File: src/rtl/adc_seq_pkg.sv
// Package: shared configuration layout and decoded configuration type for
// the conversion sequencer. Assumes a 12-bit configuration word.
package adc_seq_pkg;
    localparam int CFG_W          = 12;
    localparam int BIT_AUTO_CHAN  = 11;
    localparam int BIT_MAN_TRIG   = 9;
    localparam int BIT_ACT_LOW    = 7;
    localparam int BIT_FUNC       = 6;

    typedef enum logic {
        STAT_INT = 1'b0,
        STAT_EOC = 1'b1
    } stat_fn_t;

    typedef struct packed {
        logic     auto_chan;
        logic     manual_trig;
        logic     active_low;
        stat_fn_t func;
    } seq_cfg_t;

    // Pull the fields the sequencer uses out of a raw configuration word.
    function automatic seq_cfg_t decode_cfg(input logic [CFG_W-1:0] w);
        seq_cfg_t c;
        c.auto_chan   = w[BIT_AUTO_CHAN];
        c.manual_trig = w[BIT_MAN_TRIG];
        c.active_low  = w[BIT_ACT_LOW];
        c.func        = stat_fn_t'(w[BIT_FUNC]);
        return c;
    endfunction
endpackage

File: src/rtl/adc_start_sync.sv
// Module: brings the asynchronous active-low start input into the clock
// domain through a flop chain and flags its falling edge for one cycle.
// Assumes STAGES >= 2. The chain resets to the idle (high) level.
module adc_start_sync #(
    parameter int STAGES = 2
) (
    input  logic clk,
    input  logic rst_n,
    input  logic start_n,
    output logic fall_seen
);
    logic [STAGES-1:0] chain;
    logic              last_q;

    // First stage samples the raw pin.
    always_ff @(posedge clk) begin
        if (!rst_n) chain[0] <= 1'b1;
        else        chain[0] <= start_n;
    end

    for (genvar i = 1; i < STAGES; i++) begin : g_stage
        // Each further stage re-samples the one before it.
        always_ff @(posedge clk) begin
            if (!rst_n) chain[i] <= 1'b1;
            else        chain[i] <= chain[i-1];
        end
    end

    // Previous synchronized level, used for edge detection.
    always_ff @(posedge clk) begin
        if (!rst_n) last_q <= 1'b1;
        else        last_q <= chain[STAGES-1];
    end

    // A high-to-low step of the synchronized level.
    always_comb fall_seen = last_q & ~chain[STAGES-1];
endmodule

File: src/rtl/adc_conv_timer.sv
// Module: conversion window and start spacing. A start loads an
// 18-cycle conversion count and a 21-cycle spacing count. Starts come from
// the synchronized edge (manual) or from the spacing count running out (auto).
// Assumes ACQ_CLKS >= 1, so a busy conversion always has spacing left.
module adc_conv_timer #(
    parameter int CONV_CLKS = 18,
    parameter int ACQ_CLKS  = 3
) (
    input  logic clk,
    input  logic rst_n,
    input  logic fall_seen,
    input  logic auto_trig,
    output logic busy,
    output logic start_go,
    output logic ending,
    output logic done_pulse
);
    localparam int CYCLE_CLKS = CONV_CLKS + ACQ_CLKS;
    localparam int CNT_W      = $clog2(CYCLE_CLKS + 1);
    localparam logic [CNT_W-1:0] CONV_LOAD  = CNT_W'(CONV_CLKS - 1);
    localparam logic [CNT_W-1:0] SPACE_LOAD = CNT_W'(CYCLE_CLKS - 1);

    logic [CNT_W-1:0] conv_cnt;
    logic [CNT_W-1:0] space_cnt;
    logic             space_done;

    // Start is allowed only once the minimum spacing has elapsed.
    always_comb begin
        space_done = (space_cnt == '0);
        start_go   = space_done & (auto_trig | fall_seen);
        ending     = busy & (conv_cnt == '0);
    end

    // Conversion window counter and busy flag.
    always_ff @(posedge clk) begin
        if (!rst_n) begin
            busy     <= 1'b0;
            conv_cnt <= '0;
        end else if (start_go) begin
            busy     <= 1'b1;
            conv_cnt <= CONV_LOAD;
        end else if (ending) begin
            busy     <= 1'b0;
        end else if (busy) begin
            conv_cnt <= conv_cnt - 1'b1;
        end
    end

    // Spacing counter measured from each accepted start.
    always_ff @(posedge clk) begin
        if (!rst_n)          space_cnt <= '0;
        else if (start_go)   space_cnt <= SPACE_LOAD;
        else if (!space_done) space_cnt <= space_cnt - 1'b1;
    end

    // One-cycle result-valid pulse after the last conversion cycle.
    always_ff @(posedge clk) begin
        if (!rst_n) done_pulse <= 1'b0;
        else        done_pulse <= ending;
    end
endmodule

File: src/rtl/adc_chan_picker.sv
// Module: chooses the channel of each conversion. In manual selection it
// uses the last command write. In auto selection it uses a pointer that
// restarts at channel 0 on any configuration write that enables auto mode.
// It also latches the channel tag that goes with the result-valid pulse.
module adc_chan_picker #(
    parameter int NUM_CHANS = 2,
    parameter int CHAN_W    = 1
) (
    input  logic              clk,
    input  logic              rst_n,
    input  logic              cfg_wr,
    input  logic              wr_auto_chan,
    input  logic              auto_mode,
    input  logic              cmd_wr,
    input  logic [CHAN_W-1:0] cmd_chan,
    input  logic              start_go,
    input  logic              ending,
    output logic [CHAN_W-1:0] conv_chan,
    output logic [CHAN_W-1:0] done_chan
);
    localparam logic [CHAN_W-1:0] LAST_CHAN = CHAN_W'(NUM_CHANS - 1);

    logic [CHAN_W-1:0] man_chan;
    logic [CHAN_W-1:0] auto_ptr;

    // Manual channel register written by the command path.
    always_ff @(posedge clk) begin
        if (!rst_n)      man_chan <= '0;
        else if (cmd_wr) man_chan <= cmd_chan;
    end

    // Auto pointer: restart on enabling write, advance per auto start.
    always_ff @(posedge clk) begin
        if (!rst_n)                       auto_ptr <= '0;
        else if (cfg_wr && wr_auto_chan)  auto_ptr <= '0;
        else if (start_go && auto_mode)   auto_ptr <= (auto_ptr == LAST_CHAN) ? '0 : auto_ptr + 1'b1;
    end

    // Channel latched for the conversion being started.
    always_ff @(posedge clk) begin
        if (!rst_n)        conv_chan <= '0;
        else if (start_go) conv_chan <= auto_mode ? auto_ptr : man_chan;
    end

    // Tag captured with the result as the conversion ends.
    always_ff @(posedge clk) begin
        if (!rst_n)      done_chan <= '0;
        else if (ending) done_chan <= conv_chan;
    end
endmodule

File: src/rtl/adc_status_pin.sv
// Module: programmable status pin. End-of-conversion mode follows the
// busy level. Interrupt mode sets a flag as a conversion ends and clears it
// on a read or a configuration write. Polarity is applied last.
module adc_status_pin
    import adc_seq_pkg::*;
(
    input  logic     clk,
    input  logic     rst_n,
    input  logic     busy,
    input  logic     ending,
    input  logic     rd_strobe,
    input  logic     cfg_wr,
    input  stat_fn_t func,
    input  logic     active_low,
    output logic     pin
);
    logic int_flag;
    logic active;

    // Sticky interrupt flag; end of conversion beats a same-cycle read.
    always_ff @(posedge clk) begin
        if (!rst_n)                         int_flag <= 1'b0;
        else if (cfg_wr)                    int_flag <= 1'b0;
        else if (ending && func == STAT_INT) int_flag <= 1'b1;
        else if (rd_strobe)                 int_flag <= 1'b0;
    end

    // Select the function, then apply polarity.
    always_comb begin
        active = (func == STAT_EOC) ? busy : int_flag;
        pin    = active ^ active_low;
    end
endmodule

File: src/rtl/adc_conv_seq.sv
// Module: top of the conversion sequencer. Holds the configuration word
// and ties together start synchronization, conversion timing, channel
// choice and the status pin. Every input except start_n is synchronous to clk.
module adc_conv_seq
    import adc_seq_pkg::*;
#(
    parameter int                 CONV_CLKS   = 18,
    parameter int                 ACQ_CLKS    = 3,
    parameter int                 SYNC_STAGES = 2,
    parameter int                 NUM_CHANS   = 2,
    parameter int                 CHAN_W      = $clog2(NUM_CHANS),
    parameter logic [CFG_W-1:0]   CFG_RESET   = 12'hAC0
) (
    input  logic              clk,
    input  logic              rst_n,
    input  logic              cfg_wr,
    input  logic [CFG_W-1:0]  cfg_data,
    input  logic              cmd_wr,
    input  logic [CHAN_W-1:0] cmd_chan,
    input  logic              start_n,
    input  logic              rd_strobe,
    output logic              sh_hold,
    output logic [CHAN_W-1:0] chan_sel,
    output logic              status_pin,
    output logic              done_pulse,
    output logic [CHAN_W-1:0] done_chan
);
    logic [CFG_W-1:0] cfg_q;
    seq_cfg_t         cfg;
    seq_cfg_t         cfg_in;
    logic             fall_seen;
    logic             busy;
    logic             start_go;
    logic             ending;

    // Configuration register.
    always_ff @(posedge clk) begin
        if (!rst_n)      cfg_q <= CFG_RESET;
        else if (cfg_wr) cfg_q <= cfg_data;
    end

    // Decoded views of the stored and incoming configuration.
    always_comb begin
        cfg    = decode_cfg(cfg_q);
        cfg_in = decode_cfg(cfg_data);
    end

    adc_start_sync #(.STAGES(SYNC_STAGES)) u_sync (
        .clk       (clk),
        .rst_n     (rst_n),
        .start_n   (start_n),
        .fall_seen (fall_seen)
    );

    adc_conv_timer #(.CONV_CLKS(CONV_CLKS), .ACQ_CLKS(ACQ_CLKS)) u_timer (
        .clk        (clk),
        .rst_n      (rst_n),
        .fall_seen  (fall_seen),
        .auto_trig  (~cfg.manual_trig),
        .busy       (busy),
        .start_go   (start_go),
        .ending     (ending),
        .done_pulse (done_pulse)
    );

    adc_chan_picker #(.NUM_CHANS(NUM_CHANS), .CHAN_W(CHAN_W)) u_chan (
        .clk          (clk),
        .rst_n        (rst_n),
        .cfg_wr       (cfg_wr),
        .wr_auto_chan (cfg_in.auto_chan),
        .auto_mode    (cfg.auto_chan),
        .cmd_wr       (cmd_wr),
        .cmd_chan     (cmd_chan),
        .start_go     (start_go),
        .ending       (ending),
        .conv_chan    (chan_sel),
        .done_chan    (done_chan)
    );

    adc_status_pin u_status (
        .clk        (clk),
        .rst_n      (rst_n),
        .busy       (busy),
        .ending     (ending),
        .rd_strobe  (rd_strobe),
        .cfg_wr     (cfg_wr),
        .func       (cfg.func),
        .active_low (cfg.active_low),
        .pin        (status_pin)
    );

    always_comb sh_hold = busy;
endmodule

File: config.mk
export PLATFORM = sky130hd
export DESIGN_NAME = adc_conv_seq
export DESIGN_NICKNAME = d
export VERILOG_FILES = /design/src/rtl/adc_seq_pkg.sv /design/src/rtl/adc_start_sync.sv /design/src/rtl/adc_conv_timer.sv /design/src/rtl/adc_chan_picker.sv /design/src/rtl/adc_status_pin.sv /design/src/rtl/adc_conv_seq.sv
export SDC_FILE = /design/constraint.sdc
export NUM_CORES = 1
export LEC_CHECK = 0
export BUFFER_PORTS_ARGS = -buffer_cell sky130_fd_sc_hd__buf_2
export CAP_MARGIN = 15
export CORE_MARGIN = 2
export CORE_UTILIZATION = 50
export CTS_CLUSTER_SIZE = 14
export DETAILED_ROUTE_END_ITERATION = 7
export PLACE_DENSITY = 0.75
export SETUP_SLACK_MARGIN = 0.5
export SLEW_MARGIN = 15
export SYNTH_ARGS = -nofsm -noshare
export SYNTH_HDL_FRONTEND = slang
export SYNTH_SLANG_ARGS = --single-unit
File: constraint.sdc
create_clock -name clk -period 3 [get_ports clk]
set_input_delay 0.9 -clock clk [delete_from_list [all_inputs] [get_ports clk]]
set_output_delay 0.9 -clock clk [all_outputs]
set_load 0.01 [all_outputs]
==> results.sh <==
export IMPL_status="completed"
export IMPL_antenna_found_initial=0
export IMPL_synth_top_area_share_pct=45.2
export IMPL_syn2layout_area_growth_pct=10.4
export IMPL_path_clk_slew_ps=130
export IMPL_vdd_ir_drop_worst_uv=365
export IMPL_hp_start="u_sync.chain[0]$_SDFF_PN1_"
export IMPL_rsz0062_at_grt="false"
export IMPL_slew_viol_final=0
export IMPL_yosys_top_cells_area="dfxtp_1 (45%), mux2i_1 (5.6%), nand2b_1 (4.1%), a21oi_1 (2.8%), inv_1 (2.8%)"
export IMPL_die_width_um=50.1
export IMPL_startpoint="u_timer.busy$_SDFFE_PN0P_"
export IMPL_antennaDiodeCount=0
export IMPL_r2r_start="u_timer.conv_cnt[1]$_SDFFE_PP0P_"
export IMPL_cts_max_path_buffers=2
export IMPL_wl_mm=1.78
export IMPL_synthArstFlopShare_pct=0
export IMPL_cp_start_kind="flip-flop"
export IMPL_hold_depth=1
export IMPL_first_pass_iters=4
export IMPL_yosysWarnings=0
export IMPL_ant_nets=0
export IMPL_grt_pass1_wl_mm=3.22
export IMPL_synthMostInstantiatedCell="dfxtp_1"
export IMPL_synth_area_leader_cell="dfxtp_1"
export IMPL_cp_arrival_ps=1290
export IMPL_viasPerCell=5.53
export IMPL_synth_seq_cells=24
export IMPL_grt_max_degree=15
export IMPL_cts_tree="yes"
export IMPL_power_leakage_nw=0.469
export IMPL_finalCriticalPeriod_ps=2190
export IMPL_grt_pass1_vias=767
export IMPL_post_cts_resized=0
export IMPL_dpl_cell_count=145
export IMPL_final_layout_size_suffix_gt1_share_pct=21.5
export IMPL_hold_end="u_sync.chain[1]$_SDFF_PN1_"
export IMPL_finalCritPeriodShare_pct=73.0
export IMPL_postCtsSetupBuffers=0
export IMPL_synth_fp_nets=129
export IMPL_root_buffer="clkbuf_4"
export IMPL_dp_hpwl_mm=1.34
export IMPL_worstReg2RegEnd="u_timer.conv_cnt[1]$_SDFFE_PP0P_"
export IMPL_tightest_slew_ps=668
export IMPL_netlist_area_um2=1060
export IMPL_synth_cells=108
export IMPL_vias=818
export IMPL_synth_edf_count=0
export IMPL_grt_usage_pct=16.7
export IMPL_worstPathCellList="mux2i_1, xnor2_1, buf_2"
export IMPL_cts_inserted_buffers=3
export IMPL_start_util_pct=53.7
export IMPL_multi_input_area_um2=532
export IMPL_crit_required_ps=2100
export IMPL_place_area_um2=1150
export IMPL_wire_per_inst_um=12.0
export IMPL_yosys_most_used_dff="dfxtp_1"
export IMPL_drt_iter0_markers=10
export IMPL_hold_viol=0
export IMPL_cts_sink_count=24
export IMPL_final_seq_area_um2=480
export IMPL_max_slew_margin_pct=54.9
export IMPL_die_h_um=50.1
export IMPL_worstPathMaxFanout=10
export IMPL_fin_area_um2=1170
export IMPL_tns_ps=0
export IMPL_worstRegToRegCells=5
export IMPL_yosys_top_cells_count="dfxtp_1 (24), inv_1 (8), nand2_1 (8), nand2b_1 (7)"
export IMPL_fin_skew_ps=13.0
export IMPL_ys_types=37
export IMPL_final_cells=148
export IMPL_critPathMaxStageDelay_ps=530
export IMPL_critPathKind="flip-flop to output pin"
export IMPL_rows=16
export IMPL_avgSynthCellArea_um2=9.85
export IMPL_r2r_slack_ps=1210
export IMPL_cts_hold_buf=0
export IMPL_holdCritPathClass="flip-flop to flip-flop"
export IMPL_clk_latency_ps=310
export IMPL_setup_viol=0
export IMPL_drv_cap=0
export IMPL_timing_hold_ws_ps=424
export IMPL_route_detailed_drc=0
export IMPL_dieArea_um2=2510
export IMPL_slowest_stage="dfxtp_1"
export IMPL_port_buffers=15
export IMPL_fill_cells=169
export IMPL_end_kind="output pin"
export IMPL_max_clock_freq_ghz=0.457
export IMPL_htree_levels=1
export IMPL_powerDensity_nw_per_um2=685
export IMPL_layout_nets=144
export IMPL_yosysSeqAreaShare_pct=45.2
export IMPL_overflow=0
export IMPL_routabilityCongestion=0.810
export IMPL_io_pin_count=24
export IMPL_core_area_um2=1980
[where the power goes]
part | internal, mW | total [mW] | switching (mW)
sequential | 0.365 | 0.405 | 0.0406
clock | 0.0468 | 0.135 | 0.0884
combinational | 0.123 | 0.264 | 0.140
[routing by layer]
metal / vias up / track usage, % / part of all wire (%)
met5: - / 0 / 0
met4: 0 / 5.56 / 0.39
met3: 2 / 3.64 / 3.9
met2: 20 / 26.1 / 47
met1: 379 / 22.7 / 48
li1: 417 / - / -
[area by class of cell]
type                            count  area share (%)
Multi-Input combinational cell     71            45.3
Sequential cell                    24            40.9
Timing Repair Buffer               15            6.40
Tap cell                           27            2.88
Clock buffer                        3            1.92
Inverter                            8            2.56
[sequential cells by signal, summed over array words and instances (netlist names)]
signal	flops
u_timer.busy	1
u_chan.man_chan	1
u_sync.last_q	1
u_chan.done_chan	1
u_timer.done_pulse	1
cfg_q	4
u_status.int_flag	1
u_timer.conv_cnt	5
u_sync.chain	2
u_timer.space_cnt	5
u_chan.auto_ptr	1
u_chan.conv_chan	1
[cell families (layout without fill, tap and decap cells)]
| kind of cell | after synthesis | count (layout) | synth area share, % |
|---|---|---|---|
| and+or+nand+nor | 35 | 35 | 20.4 |
| AOI/OAI and AO/OA | 25 | 25 | 18.9 |
| DFF | 24 | 24 | 45.2 |
| buffers and inverters | 13 | 26 | 4.82 |
| muxes | 7 | 7 | 6.71 |
| adders and majority gates | 2 | 2 | 2.35 |
| xor gates and xnor gates | 2 | 2 | 1.65 |
[worst max path at each step]
stage | slack [ps] | cells past startpoint | to
finish | 810 | 3 | status_pin
global route | 710 | 3 | status_pin
CTS | 800 | 3 | status_pin
detailed placement | 1170 | 3 | status_pin
global placement | 1180 | 3 | status_pin
floorplan | 1240 | 3 | status_pin
[metrics by stage]
stage	power, mW	setup WS, ps	util, %
detailed placement	0.677	1170	58.1
global route	0.867	714	59.2
finish	0.804	809	59.2
CTS	0.811	799	59.2
floorplan	0.621	1240	-
global placement	0.663	1180	58.1
[cells in the final DEF, fill, tap and decap left out, drive strengths merged, types with 2 or more instances in the layout]
cell type   n
ha          2
a21o        2
xnor2       2
nand2b      7
a21oi       7
clkbuf      3
nand4       2
inv         8
buf        15
a31oi       2
or2b        2
or4         2
or4b        2
nand2       8
dfxtp      24
nor3        3
a211oi      5
mux2i       6
o21ai       4
nor2        2
[critical path: cells and delay by family (launching register included)]
| kind | cells | cell delay [ps] |
|---|---|---|
| xor+xnor | 1 | 150 |
| mux | 1 | 150 |
| flops | 1 | 530 |
| buf+inv | 1 | 150 |
No activity file was read; power rests on OpenSTA's default activity.
